===== src/rtl/cmd_list_walker.sv =====
module cmd_list_walker #(
  parameter int AW        = 32,
  parameter int CFG_BYTES = 14
) (
  input  logic                   clk,
  input  logic                   rst_n,
  input  logic                   start,
  input  logic [AW-1:0]          head_addr,
  input  logic                   link_up,
  output logic                   mem_req,
  output logic                   mem_we,
  output logic [AW-1:0]          mem_addr,
  output logic [15:0]            mem_wdata,
  input  logic [15:0]            mem_rdata,
  input  logic                   mem_ack,
  output logic                   disp_valid,
  output logic [2:0]             disp_op,
  output logic [AW-1:0]          disp_addr,
  input  logic                   disp_done,
  output logic [1:0]             cu_state,
  output logic                   cmd_done_flag,
  output logic                   irq,
  output logic [8*CFG_BYTES-1:0] cfg_bytes
);
  localparam int IW = $clog2(CFG_BYTES + 2);
  localparam logic [AW-1:0] NULL_PTR = '1;
  localparam logic [1:0] CU_IDLE = 2'd0, CU_SUSP = 2'd1, CU_ACT = 2'd2;

  typedef enum logic [3:0] {
    S_IDLE, S_BUSYW, S_CMDR, S_DISP, S_DWAIT, S_CFGR, S_CFGFIX,
    S_LT0, S_LT1, S_STATW, S_LNK0, S_LNK1
  } st_t;

  st_t             st;
  logic [AW-1:0]   ptr;
  logic [15:0]     cmd, lnk_lo, stat;
  logic [IW-1:0]   cfg_idx, cfg_cnt, nib_cnt, cnt_use, idx1;
  logic [7:0]      cfg [CFG_BYTES];
  logic [1:0]      cu;
  logic            flag, irq_r;
  logic [AW-1:0]   nxt;

  assign cu_state      = cu;
  assign cmd_done_flag = flag;
  assign irq           = irq_r;
  assign disp_valid    = (st == S_DISP);
  assign disp_op       = cmd[2:0];
  assign disp_addr     = ptr;
  assign idx1          = cfg_idx + IW'(1);

  always_comb begin
    if (int'(mem_rdata[11:8]) < 4)                nib_cnt = IW'(4);
    else if (int'(mem_rdata[11:8]) > CFG_BYTES)   nib_cnt = IW'(CFG_BYTES);
    else                                          nib_cnt = IW'(mem_rdata[11:8]);
  end
  assign cnt_use = (cfg_idx == '0) ? nib_cnt : cfg_cnt;

  always_comb begin
    nxt = {mem_rdata, lnk_lo};
    if (nxt == '0) nxt = NULL_PTR;
    if (cmd[15])   nxt = NULL_PTR;
  end

  always_comb begin
    mem_req   = 1'b1;
    mem_we    = 1'b0;
    mem_addr  = ptr;
    mem_wdata = 16'h0000;
    case (st)
      S_BUSYW: begin mem_we = 1'b1; mem_wdata = 16'h4000; end
      S_CMDR:  mem_addr = ptr + AW'(2);
      S_CFGR:  mem_addr = ptr + AW'(8) + AW'(cfg_idx);
      S_LT0:   begin mem_we = 1'b1; mem_addr = ptr + AW'(8);
                     mem_wdata = link_up ? 16'h8000 : 16'h0000; end
      S_LT1:   begin mem_we = 1'b1; mem_addr = ptr + AW'(10); end
      S_STATW: begin mem_we = 1'b1; mem_wdata = stat; end
      S_LNK0:  mem_addr = ptr + AW'(4);
      S_LNK1:  mem_addr = ptr + AW'(6);
      default: mem_req = 1'b0;
    endcase
  end

  genvar g;
  generate
    for (g = 0; g < CFG_BYTES; g++) begin : g_flat
      assign cfg_bytes[8*g +: 8] = cfg[g];
    end
  endgenerate

  always_ff @(posedge clk) begin
    if (!rst_n) begin
      st      <= S_IDLE;
      ptr     <= NULL_PTR;
      cmd     <= '0;
      lnk_lo  <= '0;
      stat    <= '0;
      cfg_idx <= '0;
      cfg_cnt <= '0;
      cu      <= CU_IDLE;
      flag    <= 1'b0;
      irq_r   <= 1'b0;
      for (int i = 0; i < CFG_BYTES; i++) cfg[i] <= 8'h00;
    end else begin
      irq_r <= 1'b0;
      case (st)
        S_IDLE:
          if (start && cu != CU_ACT && head_addr != '0 && head_addr != NULL_PTR) begin
            ptr <= head_addr;
            cu  <= CU_ACT;
            st  <= S_BUSYW;
          end
        S_BUSYW: if (mem_ack) st <= S_CMDR;
        S_CMDR:
          if (mem_ack) begin
            cmd <= mem_rdata;
            case (mem_rdata[2:0])
              3'd0:       begin stat <= 16'hA000; st <= S_STATW; end
              3'd2:       begin cfg_idx <= '0; st <= S_CFGR; end
              3'd5:       st <= S_LT0;
              3'd6, 3'd7: begin stat <= 16'h8000; st <= S_STATW; end
              default:    st <= S_DISP;
            endcase
          end
        S_DISP:  st <= S_DWAIT;
        S_DWAIT: if (disp_done) begin stat <= 16'hA000; st <= S_STATW; end
        S_CFGR:
          if (mem_ack) begin
            cfg_cnt <= cnt_use;
            if (cfg_idx < cnt_use) cfg[cfg_idx] <= mem_rdata[15:8];
            if (idx1 < cnt_use)    cfg[idx1]    <= mem_rdata[7:0];
            cfg_idx <= cfg_idx + IW'(2);
            if (int'(cfg_idx) + 2 >= int'(cnt_use)) st <= S_CFGFIX;
          end
        S_CFGFIX: begin
          cfg[2]  <= (cfg[2] & 8'h82) | 8'h40;
          cfg[7]  <= cfg[7] & 8'hF7;
          if (cfg[10] < 8'd5) cfg[10] <= 8'd5;
          cfg[12] <= cfg[12] & 8'h40;
          cfg[13] <= cfg[13] | 8'h3F;
          stat    <= 16'hA000;
          st      <= S_STATW;
        end
        S_LT0:   if (mem_ack) st <= S_LT1;
        S_LT1:   if (mem_ack) begin stat <= 16'hA000; st <= S_STATW; end
        S_STATW: if (mem_ack) st <= S_LNK0;
        S_LNK0:  if (mem_ack) begin lnk_lo <= mem_rdata; st <= S_LNK1; end
        S_LNK1:
          if (mem_ack) begin
            ptr   <= nxt;
            flag  <= cmd[13];
            irq_r <= cmd[13];
            if (cmd[14]) begin
              cu <= CU_SUSP; st <= S_IDLE;
            end else if (nxt == NULL_PTR) begin
              cu <= CU_IDLE; st <= S_IDLE;
            end else begin
              st <= S_BUSYW;
            end
          end
        default: st <= S_IDLE;
      endcase
    end
  end

  AST_REQ_HOLD: assert property (@(posedge clk) disable iff (!rst_n)
    (mem_req && !mem_ack) |=> (mem_req && $stable(mem_addr) && $stable(mem_we)));
  AST_IRQ_FLAG: assert property (@(posedge clk) disable iff (!rst_n)
    irq |-> cmd_done_flag);
  AST_DISP_PULSE: assert property (@(posedge clk) disable iff (!rst_n)
    disp_valid |=> !disp_valid);
  AST_SUSP_QUIET: assert property (@(posedge clk) disable iff (!rst_n)
    (cu_state == CU_SUSP) |-> (!mem_req && !disp_valid));
  AST_IDLE_QUIET: assert property (@(posedge clk) disable iff (!rst_n)
    (cu_state == CU_IDLE) |-> !mem_req);
endmodule


===== config.mk =====
export PLATFORM = sky130hd
export DESIGN_NAME = cmd_list_walker
export DESIGN_NICKNAME = d
export VERILOG_FILES = /design/src/rtl/cmd_list_walker.sv
export SDC_FILE = /design/constraint.sdc
export NUM_CORES = 1
export LEC_CHECK = 0
export ABC_AREA = 1
export BUFFER_PORTS_ARGS = -buffer_cell sky130_fd_sc_hd__buf_2
export CORE_MARGIN = 4
export CORE_UTILIZATION = 35
export CTS_CLUSTER_DIAMETER = 100
export DETAILED_ROUTE_END_ITERATION = 7
export GPL_ROUTABILITY_DRIVEN = 0
export PLACE_DENSITY = 0.67
export SETUP_SLACK_MARGIN = 0.4
export SLEW_MARGIN = 20
export SYNTH_ARGS = -nofsm -noshare
export SYNTH_HDL_FRONTEND = slang
export SYNTH_SLANG_ARGS = --single-unit

===== constraint.sdc =====
create_clock -name clk -period 11.11 [get_ports clk]
set_input_delay 3.333 -clock clk [delete_from_list [all_inputs] [get_ports clk]]
set_output_delay 3.333 -clock clk [all_outputs]
set_load 0.005 [all_outputs]

After elaboration in Yosys (flattened, before gate mapping)
Memories as Yosys holds them, arrays and structs flattened. Index checks and enable logic that the tools add are counted.

Multipliers: 0. Equality and inequality tests: 32. Bitwise gates (word level): 5. Shifts and indexed selects: 0. Add/sub/neg operators: 9. Order comparisons: 6. Reductions and logical operators: 27. Multiplexer cells: 71. Divide/modulo/power cells: 0.

Operator list (count): 32-bit one-hot mux with 6 select lines (1); 32-bit two-way mux (4); 4-bit two-way mux (19); 32-bit by 3-bit adder with 32-bit output, second input constant (2); 32-bit by 4-bit adder with 32-bit output, second input constant (2); 16-bit two-way mux (4); 16-bit one-hot mux with 4 select lines (1); 32-bit one-hot mux with 2 select lines (1); 8-bit two-way mux (7); 16-bit one-hot mux with 3 select lines (1); 4-bit one-hot mux with 12 select lines (1); 32-bit by 2-bit adder with 32-bit output, second input constant (1); 32-bit by 4-bit adder with 32-bit output (1); 32-bit == test, second input constant (1); 32-bit zero test (1); 32-bit != test, second input constant (1); 16-bit one-hot mux with 2 select lines (1); 32-bit nonzero test (1); 2-bit != test, second input constant (13); 1-bit two-way mux (24); 8-bit OR reduction (3); 4-bit by 3-bit == test with 1-bit output, second input constant (4); 4-bit == test, second input constant (4); 4-bit one-hot mux with 3 select lines (1); 30 further kinds (51).

Output and inout bits: 202. Bits in writable memories: 112. Logic and storage cells: 161. Bits in read-only memories: 0. Bits in latches: 0. Bits of input ports: 54. Register bits after elaboration: 96. Memories: 1.

Memory list: cfg (words 14, width 8, read ports 14, clocked after Yosys merged registers in 0, wr ports 14, line 38) `logic [7:0] cfg [CFG_BYTES];`.

Depth between registers and ports, before layout
Gate-level depths: netlist of run 1.

Depth in word-level cells: 12. Gate-level depth with buffers: 19. Gate-level depth less buffers: 19.

Worst setup path before layout of run 1
Ideal clock, no wire load.

Path type: input to output. Start point: input link_up. End point: output mem_wdata[15]. Required time: 7777 ps. Data arrival time: 3467 ps. Buffers on the path: 0. Slack: 4310 ps. Stages on the path: 2. Path through: nand2_1 -> o21ai_0.

Longest elaborated chain between the ends: 2.

Ends and longest elaborated chain: start, declared (line 9) `input logic link_up,`; 16-bit two-way mux (line 74) `mem_wdata = link_up ? 16'h8000 : 16'h0000; end`; 16-bit one-hot mux with 3 select lines (line 69) `case (st)`; end, declared (line 13) `output logic [15:0] mem_wdata,`.

No other way between the ends.

Worst setup path after layout of run 1
Start point: register st[0]. End point: output mem_addr[17].

Longest elaborated chain between the ends: 2. Elaborated cells on any way between the ends: 7. Classes of those cells: 6 x eq/ne; 1 x mux.

Ends and longest elaborated chain: start, declared (line 34) `st_t st;`; 4-bit == test (tied with other cells) (line 69); 32-bit one-hot mux with 6 select lines * (line 69); end, declared (line 12) `output logic [AW-1:0] mem_addr,`.

Every way passes the cells marked *; elsewhere a longest branch is shown, timed or not.

==> results.yml, run 1 <==
yosys:
  ys_seq_elements: 183
  syn_inst: 1630
  synthXorXnorAreaFrac_pct: 2.26
  yosysWarnings: 0
  yosys.area_share.simple_pct: 29.6
  synth_edf_count: 112
  synth_top_cells_by_area: "edfxtp_1 29%, dfxtp_1 12%, nor2_1 9.8%, nand2_1 9.8%, inv_1 5.9%"
  synth_ff_type: "edfxtp_1"
  synth.distinct_cells: 51
  avgSynthCellArea_sq_um: 7.14
  seq_area_frac_synth_pct: 41.1
  synth_top_family_by_area: "simple AND/OR/NAND/NOR gates"
  synth_compound_area_share_pct: 16.0
  synth_top_area_share_pct: 28.9
  syn_area_sq_mm: 0.0116
  async_reset_ff_share_pct: 0
  yosysTopAreaCell: "edfxtp_1"
  synthMuxAreaShare_pct: 0
  synthAdderAreaFrac_pct: 1.78
setup_path:
  cp_data_required_time_ns: 7.78
  r2r_start: "st[2]$_SDFFE_PN0P_"
  r2r_slack_ns: 6.90
  r2r_end: "st[1]$_SDFFE_PN0P_"
  r2r_cells: 17
  crit_type: "flop to primary output"
  worst_ep_arrival_time_ns: 4.77
  critical_path.max_fanout: 43
  end_kind: "primary output"
  cp-start-kind: "flop"
clocking:
  clock-sinks: 183
  cts_max_level: 4
  cts_buffers: 17
  cts_tree: "yes"
  ctsHoldBuffers: 0
  post_cts_buffers: 0
  clk_path_buf_depth: 2
  cts_resized: 0
  cts.reportedPaths.clkPinSlew_ns: 0.07
  cts_root_buf: "clkbuf_16"
  clk_latency_ns: 0.44
floorplan:
  coreArea_sq_mm: 0.0327
  die_h_um: 190
  row_count: 66
  dieArea_sq_mm: 0.0362
  initial_core_util_pct: 35.6
  fp.dieW_um: 190
  num_io_pins: 256
power:
  switching_share_pct: 49.6
  p_clk_share_pct: 20.2
  peakVddDrop_uv: 135
  p_seq_share_pct: 29.3
  internal_power_mw: 1.60
  power_mw: 3.17
  combinationalPowerShare_pct: 50.4
  p_sw_mw: 1.57
  leakagePower_nw: 6.20
  powerDensity_mw_per_mm2: 230
global_routing:
  grt_overflow: 0
  antenna_found_initial: 1
  grt_use_total_pct: 22.9
  grt_pass1_wl_um: 65100
  grt_pass1_vias: 11322
  grt_start_max_net_pins: 64
sta:
  fmax_mhz: 123
  tns_ns: 0
  tightest_slew_ns: 1.03
  hold_viol: 0
  final.setup_skew_ns: 0.0244
  final-max-slew-violation-count: 0
  grt_setup_unrepaired: "no"
  finalCritPeriodShare_pct: 73.0
  setup_violations: 0
  min_period_ns: 8.11
  slew_headroom_pct: 31.1
final_layout:
  finalNetCount: 1905
  area_delta_synth_final_pct: 18.3
  utilization_pct: 42.1
  finalNonFillerCells: 2291
  drive_gt1_share_pct: 17.4
detailed_routing:
  routedWlPerCell_um: 18.9
  first_pass_iters: 8
  drt_iter0_drc: 1528
  vias: 12361
  via_per_inst: 5.40
  remaining_drc_errors: 0
  drt_wl_total_um: 43200
  postRouteAntennaNets: 0
status:
  outcome: "completed"
hold_path:
  hold_path_depth: 2
  holdCritStartpoint: "cmd[13]$_SDFFE_PN0P_"
  worstHoldPathType: "flop to flop"
  hold_end: "irq$_SDFF_PN0_"
place:
  dpl.hpwl_um: 33000
  dp_cells: 2258
  port_buffers: 242
flow_run:
  cap_violations: 0
-- flip-flops by register name, summed over array words and instances (netlist names) --
signal         flops
disp_addr         32
cfg              112
cmd                6
cfg_idx            3
cu_state           2
stat               2
irq                1
cfg_cnt            4
st                 4
cmd_done_flag      1
lnk_lo            16
-- power groups by stage --
stage | registers (mW) | clock network, mW | logic, mW
floorplan | 0.876 | 0 | 1.06
global placement | 0.939 | 0 | 1.54
detailed placement | 0.939 | 0 | 1.55
CTS | 0.925 | 0.644 | 1.56
global route | 0.936 | 0.674 | 1.77
finish | 0.930 | 0.643 | 1.60
-- Yosys cell counts, types with 5 or more instances --
cell type	count
o21ai_0	112
ha_1	15
o21ai_1	8
nor2_1	305
nand2_1	304
nor4_1	11
edfxtp_1	112
o41ai_1	7
dfxtp_1	71
o2111ai_1	6
a21oi_1	108
buf_4	17
inv_1	182
nand3_1	95
a31oi_1	5
inv_2	7
a22oi_1	11
xor2_1	29
o22ai_1	12
clkbuf_1	49
buf_2	6
o211ai_1	34
nand2_2	8
nor3_1	37
nor2_2	10
nand4_1	27
-- logic make-up (layout without fill, tap and decap cells) --
family | count (synthesis) | count (layout)
AOI/OAI and AO/OA | 322 | 322
xor gates and xnor gates | 30 | 30
adders and majority gates | 16 | 16
buffers and inverters | 266 | 472
DFF | 183 | 183
other | 1 | 14
and+or+nand+nor | 812 | 812
-- routing by layer --
layer	vias up	wire, um	global-route usage (%)
li1	5867	-	-
met1	5596	17500	30.2
met2	767	19100	36.7
met3	131	4200	3.41
met4	0	2340	11.3
met5	-	0	0
-- how the worst max path moves through the flow --
stage / startpoint / endpoint / slack, ns / cells past startpoint
floorplan: link_up / mem_wdata[15] / 4.31 / 2
global placement: st[0]$_SDFFE_PN0P_ / mem_addr[17] / 3.80 / 15
detailed placement: st[0]$_SDFFE_PN0P_ / mem_addr[17] / 3.64 / 15
CTS: st[0]$_SDFFE_PN0P_ / mem_addr[17] / 3.17 / 15
global route: st[0]$_SDFFE_PN0P_ / mem_addr[17] / 2.76 / 15
finish: st[0]$_SDFFE_PN0P_ / mem_addr[17] / 3.00 / 15
-- area by class of cell --
class | count | area, sq um
Antenna cell | 1 | 2.50
Clock inverter | 15 | 194
Tap cell | 442 | 553
Timing Repair Buffer | 249 | 1260
Inverter | 191 | 717
Fill cell | 3419 | 18900
Multi-Input combinational cell | 1193 | 5830
Sequential cell | 183 | 4780
Clock buffer | 17 | 425
-- stage by stage --
| step | cell area, sq um | hold WS (ns) | setup WS [ns] |
|---|---|---|---|
| after floorplan | 11700 | 0.423 | 4.31 |
| after global placement | 13200 | 0.463 | 3.80 |
| after detailed placement | 13200 | 0.466 | 3.64 |
| after CTS | 13800 | 0.477 | 3.17 |
| after global routing | 13800 | 0.499 | 2.76 |
| final | 13800 | 0.465 | 3.00 |
-- critical path, stage by stage, from the launching register on --
cell	delay (ns)
dfxtp_1	0.43
nand2_1	0.14
nor2_2	0.12
buf_4	0.37
inv_1	0.46
nand3_1	0.22
buf_4	0.32
inv_2	0.25
nand2_1	0.20
a21oi_1	0.06
buf_4	0.25
inv_1	0.58
o21ai_0	0.26
o21ai_0	0.27
o2111ai_1	0.20
buf_2	0.20
-- cell usage in the layout (no fill, tap or decap), types with 3 or more instances in the layout --
cell	n
inv_1	182
a22oi_1	11
nor2_4	4
inv_8	3
nor3_1	37
o221ai_1	3
o2111ai_1	6
ha_1	15
a211oi_1	3
nand2_1	304
dfxtp_1	71
o21ai_0	112
xor2_1	29
clkbuf_16	17
nor4_1	11
buf_4	7
o41ai_1	7
edfxtp_1	112
a21oi_1	108
inv_2	7
o21ai_1	8
or2_2	4
conb_1	13
nand4_1	27
nand2_2	8
o32ai_1	3
a31oi_1	5
clkinv_8	4
inv_6	5
buf_2	242
o22ai_1	12
o211ai_1	34
nor2_1	303
nand3_1	95
a21boi_0	3
nor2_2	12
(Power assumes the default switching activity.)
==> inputs of run 2 (changes only) <==
clock period = 7.62 ns   (was 11.11 ns; I/O delays follow)
==> run 2 against run 1 <==
Net effect: the flow now finishes with violations (design-rule violations); critical endpoint unchanged; worst hold slack got worse by 0.0056 ns; register-to-register slack got worse by 3.6 ns; critical path type unchanged; combinational power rose by 46%; sequential share of layout area barely moved; die area did not move; largest power group unchanged; critical path depth fell by 1; highest routed layer unchanged; sequential cell count did not move.
==> results.yml, run 2 (synthesis results as in run 1) <==
sta:
  whs_ns: 0.459
  final-max-slew-violation-count: 0
  finalCritPeriodShare_pct: 89.3
  grt_setup_unrepaired: "no"
  final.setup_skew_ns: 0.0145
  min_period_ns: 6.80
  fmax_mhz: 147
  tightest_slew_ns: 0.992
  hold_viol: 0
  setup_violations: 0
  setup_ws_ns: 0.815
  slew_headroom_pct: 33.8
  tns_ns: 0
clocking:
  cts_buffers: 17
  ctsHoldBuffers: 0
  clock-sinks: 183
  cts_max_level: 4
  cts_tree: "yes"
  post_cts_buffers: 0
  cts_root_buf: "clkbuf_16"
  clk_path_buf_depth: 2
  cts_resized: 0
  clk_latency_ns: 0.44
  cts.reportedPaths.clkPinSlew_ns: 0.08
detailed_routing:
  via_per_inst: 5.48
  drt_iter0_drc: 1619
  vias: 12571
  first_pass_iters: 8
  drt_wl_total_um: 43700
  postRouteAntennaNets: 0
  remaining_drc_errors: 1
  routedWlPerCell_um: 19.1
setup_path:
  crit_path_cell_trace: "nand2_1 -> nor2_2 -> buf_4 -> inv_1 -> nand3_1 -> buf_4 -> inv_2 -> nand2_1 -> a21oi_1 -> inv_1 -> o21ai_0 -> o21ai_0 -> o2111ai_1 -> buf_2"
  r2r_start: "st[2]$_SDFFE_PN0P_"
  critical_path.max_fanout: 43
  crit_type: "flop to primary output"
  cp-start-kind: "flop"
  cp_slowest_cell: "inv_1"
  worst_ep_arrival_time_ns: 4.52
  crit_family: "buffers and inverters"
  end_kind: "primary output"
  cpPeakStageDelay_ns: 0.59
  cp_data_required_time_ns: 5.33
  startpoint: "st[0]$_SDFFE_PN0P_"
  path_buf_inv: 6
power:
  peakVddDrop_uv: 201
  powerDensity_mw_per_mm2: 335
  power_mw: 4.62
  leakagePower_nw: 6.20
global_routing:
  grt_pass1_wl_um: 66300
  grt_overflow: 0
  antenna_found_initial: 2
  grt_pass1_vias: 11616
  grt_start_max_net_pins: 63
  grt_use_total_pct: 23.3
final_layout:
  drive_gt1_share_pct: 17.4
  fin_area_sq_mm: 0.0138
  largest_register: "cfg"
  utilization_pct: 42.1
  layout_commonest_cell: "nand2_1"
  finalNonFillerCells: 2293
  finalNetCount: 1906
  area_delta_synth_final_pct: 18.4
  final_cell_mix: "304 x nand2_1, 303 x nor2_1, 242 x buf_2"
  largest_reg_flops: 112
floorplan:
  initial_core_util_pct: 35.6
  fp.dieW_um: 190
  dieArea_sq_mm: 0.0362
  row_count: 66
  num_io_pins: 256
  die_h_um: 190
  coreArea_sq_mm: 0.0327
status:
  failed_checks: "design-rule violations"
  outcome: "finished, violations left"
place:
  dpl.hpwl_um: 33500
  dp_cells: 2259
  port_buffers: 242
  post-place-ws_ns: 1.45
  place_area_sq_mm: 0.0132
flow_run:
  cap_violations: 0
hold_path:
  holdCritStartpoint: "cmd[13]$_SDFFE_PN0P_"
  worstHoldPathType: "flop to flop"
-- run 2: cell count changes in the layout (fill, tap and decap cells not counted), sizes merged --
cell and delta:
diode +1, inv -1, clkinv +1, buf +1
-- run 2: layout make-up --
cell class | instances | area [sq um]
clock inverter | 15 | 193
sequential | 183 | 4780
inverter | 191 | 717
timing repair buffer | 250 | 1270
antenna | 2 | 5.00
clock buffer | 17 | 425
tap | 442 | 553
multi-input combinational | 1193 | 5830
fill | 3393 | 18900
-- run 2: tightest hold or removal path: cells and delay by family (launching register included) --
family,cells,cell delay (ns)
flip-flops,1,0.31
AND/OR/NAND/NOR,2,0.11
-- run 2: report_power, final --
part	switching (mW)	internal (mW)	total, mW
Clock	0.453	0.477	0.930
Sequential	0.204	1.15	1.36
Combinational	1.63	0.701	2.33
Total	2.29	2.33	4.62
-- run 2: worst paths after layout --
| kind | end | slack [ns] | depth (start not counted) |
|---|---|---|---|
| worst max-delay path | mem_addr[17] | 0.82 | 14 |
| worst min-delay path | irq$_SDFF_PN0_ | 0.46 | 2 |
| worst max register to register | st[1]$_SDFFE_PN0P_ | 3.31 | 17 |
| worst min register to register | irq$_SDFF_PN0_ | 0.46 | 2 |
-- run 2: per-layer routing --
| layer | up-vias | wire length [um] | GRT usage, % |
|---|---|---|---|
| li1 | 5885 | - | - |
| met1 | 5708 | 17300 | 30.6 |
| met2 | 837 | 19500 | 37.4 |
| met3 | 141 | 4500 | 3.83 |
| met4 | 0 | 2320 | 11.1 |
| met5 | - | 0 | 0 |
==> inputs of run 3 (changes only) <==
CORE_MARGIN = 3   (was 4)
==> run 3 against run 2 <==
Net effect: the run now ends clean; count of clock-buffer cells in the layout unchanged; non-clock buffer count up 1; setup slack gained 0.44 ns; global-route usage is 0.39 points higher; die area is 2.1% lower; register-to-register slack improved by 0.48 ns; via count fell by 0.91%; first-iteration DRC count is 7.9% lower; clock power rose by 0.9%; routed wire length is 0.46% lower; clock skew rose by 0.0065 ns; highest routed layer is now met5.
==> results.yml, run 3 (synthesis results as in run 1) <==
status:
  outcome: "completed"
global_routing:
  grt_use_total_pct: 23.6
  grt_pass1_vias: 11581
  grt_pass1_wl_um: 65900
  grt_overflow: 0
  grt_start_max_net_pins: 64
  antenna_found_initial: 1
setup_path:
  end_kind: "primary output"
  critical_path.max_fanout: 31
  crit_type: "flop to primary output"
  r2r_start: "st[2]$_SDFFE_PN0P_"
  cp-start-kind: "flop"
  worst_ep_arrival_time_ns: 4.07
  r2r_slack_ns: 3.79
  r2r_cells: 16
  cp_data_required_time_ns: 5.33
  r2r_end: "st[1]$_SDFFE_PN0P_"
sta:
  grt_setup_unrepaired: "no"
  fmax_mhz: 157
  final-max-slew-violation-count: 0
  slew_headroom_pct: 32.1
  tightest_slew_ns: 1.02
  setup_violations: 0
  hold_viol: 0
  tns_ns: 0
  min_period_ns: 6.36
  final.setup_skew_ns: 0.0210
  finalCritPeriodShare_pct: 83.5
  whs_ns: 0.454
hold_path:
  worstHoldPathType: "flop to flop"
  hold_path_depth: 2
  holdCritStartpoint: "cmd[13]$_SDFFE_PN0P_"
  hold_end: "irq$_SDFF_PN0_"
detailed_routing:
  routedWlPerCell_um: 19.0
  vias: 12457
  drt_wl_total_um: 43500
  postRouteAntennaNets: 0
  remaining_drc_errors: 0
  drt_iter0_drc: 1491
  first_pass_iters: 7
  via_per_inst: 5.43
final_layout:
  largest_reg_flops: 112
  finalNonFillerCells: 2292
  final_cell_mix: "304 x nand2_1, 303 x nor2_1, 242 x buf_2"
  drive_gt1_share_pct: 17.5
  ff_latch_area_sq_mm: 0.00478
  diodes: 0
  fin_area_sq_mm: 0.0138
  fillers: 3323
  multi_input_area_sq_mm: 0.00583
  finalNetCount: 1907
  layout_commonest_cell: "nand2_1"
  largest_register: "cfg"
  area_delta_synth_final_pct: 18.4
place:
  place_area_sq_mm: 0.0132
  port_buffers: 242
  dp_cells: 2260
  dpl.hpwl_um: 33200
clocking:
  cts_tree: "yes"
  cts_resized: 0
  cts.reportedPaths.clkPinSlew_ns: 0.08
  cts_max_level: 4
  post_cts_buffers: 0
  cts_buffers: 17
  clk_path_buf_depth: 2
  ctsHoldBuffers: 0
  cts_root_buf: "clkbuf_16"
  clock-sinks: 183
  clk_latency_ns: 0.44
power:
  combinationalPowerShare_pct: 50.6
  switching_share_pct: 49.8
  p_seq_share_pct: 29.2
  p_sw_mw: 2.32
  peakVddDrop_uv: 205
  powerDensity_mw_per_mm2: 338
  internal_power_mw: 2.34
  leakagePower_nw: 6.21
  p_clk_share_pct: 20.2
floorplan:
  num_io_pins: 256
  coreArea_sq_mm: 0.0326
  dieArea_sq_mm: 0.0355
  fp.dieW_um: 188
  row_count: 66
  initial_core_util_pct: 35.7
  die_h_um: 188
flow_run:
  cap_violations: 0
run 3: worst max-delay path, stage by stage (launching register included):
cell       delay [ns]
dfxtp_1          0.37
inv_1            0.08
nand2_1          0.14
nor2_2           0.05
inv_1            0.62
nand3_1          0.15
buf_4            0.26
inv_2            0.35
nand2_1          0.19
a21oi_1          0.21
buf_4            0.21
inv_1            0.32
o21ai_0          0.22
o21ai_0          0.11
o2111ai_1        0.17
buf_2            0.18
run 3: worst max path at each step:
stage / startpoint / to / slack (ns) / depth (start not counted)
6_report: st[2]$_SDFFE_PN0P_ / mem_addr[17] / 1.26 / 15
4_1_cts: st[2]$_SDFFE_PN0P_ / mem_addr[17] / 1.36 / 15
5_1_grt: st[0]$_SDFFE_PN0P_ / mem_addr[17] / 0.93 / 14
3_3_place_gp: st[0]$_SDFFE_PN0P_ / mem_addr[17] / 1.95 / 14
3_5_place_dp: st[0]$_SDFFE_PN0P_ / mem_addr[17] / 1.83 / 14
2_1_floorplan: st[1]$_SDFFE_PN0P_ / mem_addr[25] / 2.80 / 13
run 3: cell type report:
| type | count | area share [%] |
|---|---|---|
| timing repair buffer | 251 | 9.28 |
| tap | 442 | 4.01 |
| clock inverter | 15 | 1.41 |
| multi-input combinational | 1193 | 42.3 |
| sequential | 183 | 34.7 |
| clock buffer | 17 | 3.09 |
| inverter | 191 | 5.20 |
run 3: per-stage QoR:
| stage | util, % | worst slack (ns) | power, mW |
|---|---|---|---|
| after floorplan | - | 2.80 | 2.82 |
| after global placement | 40.4 | 1.95 | 3.63 |
| after detailed placement | 40.4 | 1.83 | 3.65 |
| after CTS | 42.3 | 1.36 | 4.59 |
| after global routing | 42.3 | 0.934 | 4.95 |
| final | 42.3 | 1.26 | 4.65 |
run 3: power groups by stage:
stage          clock network (mW)  logic [mW]  registers (mW)
2_1_floorplan                   0        1.54            1.28
3_3_place_gp                    0        2.25            1.37
3_5_place_dp                    0        2.27            1.37
4_1_cts                     0.950        2.29            1.35
5_1_grt                     0.986        2.59            1.37
6_report                    0.938        2.36            1.36
run 3: per-layer routing:
metal | part of all wire (%) | GRT usage, % | routed length [um]
met1 | 41 | 30.9 | 17700
met5 | 0.030 | 0 | 13
met3 | 9.7 | 4.00 | 4210
met4 | 4.9 | 10.9 | 2110
met2 | 45 | 38.5 | 19400
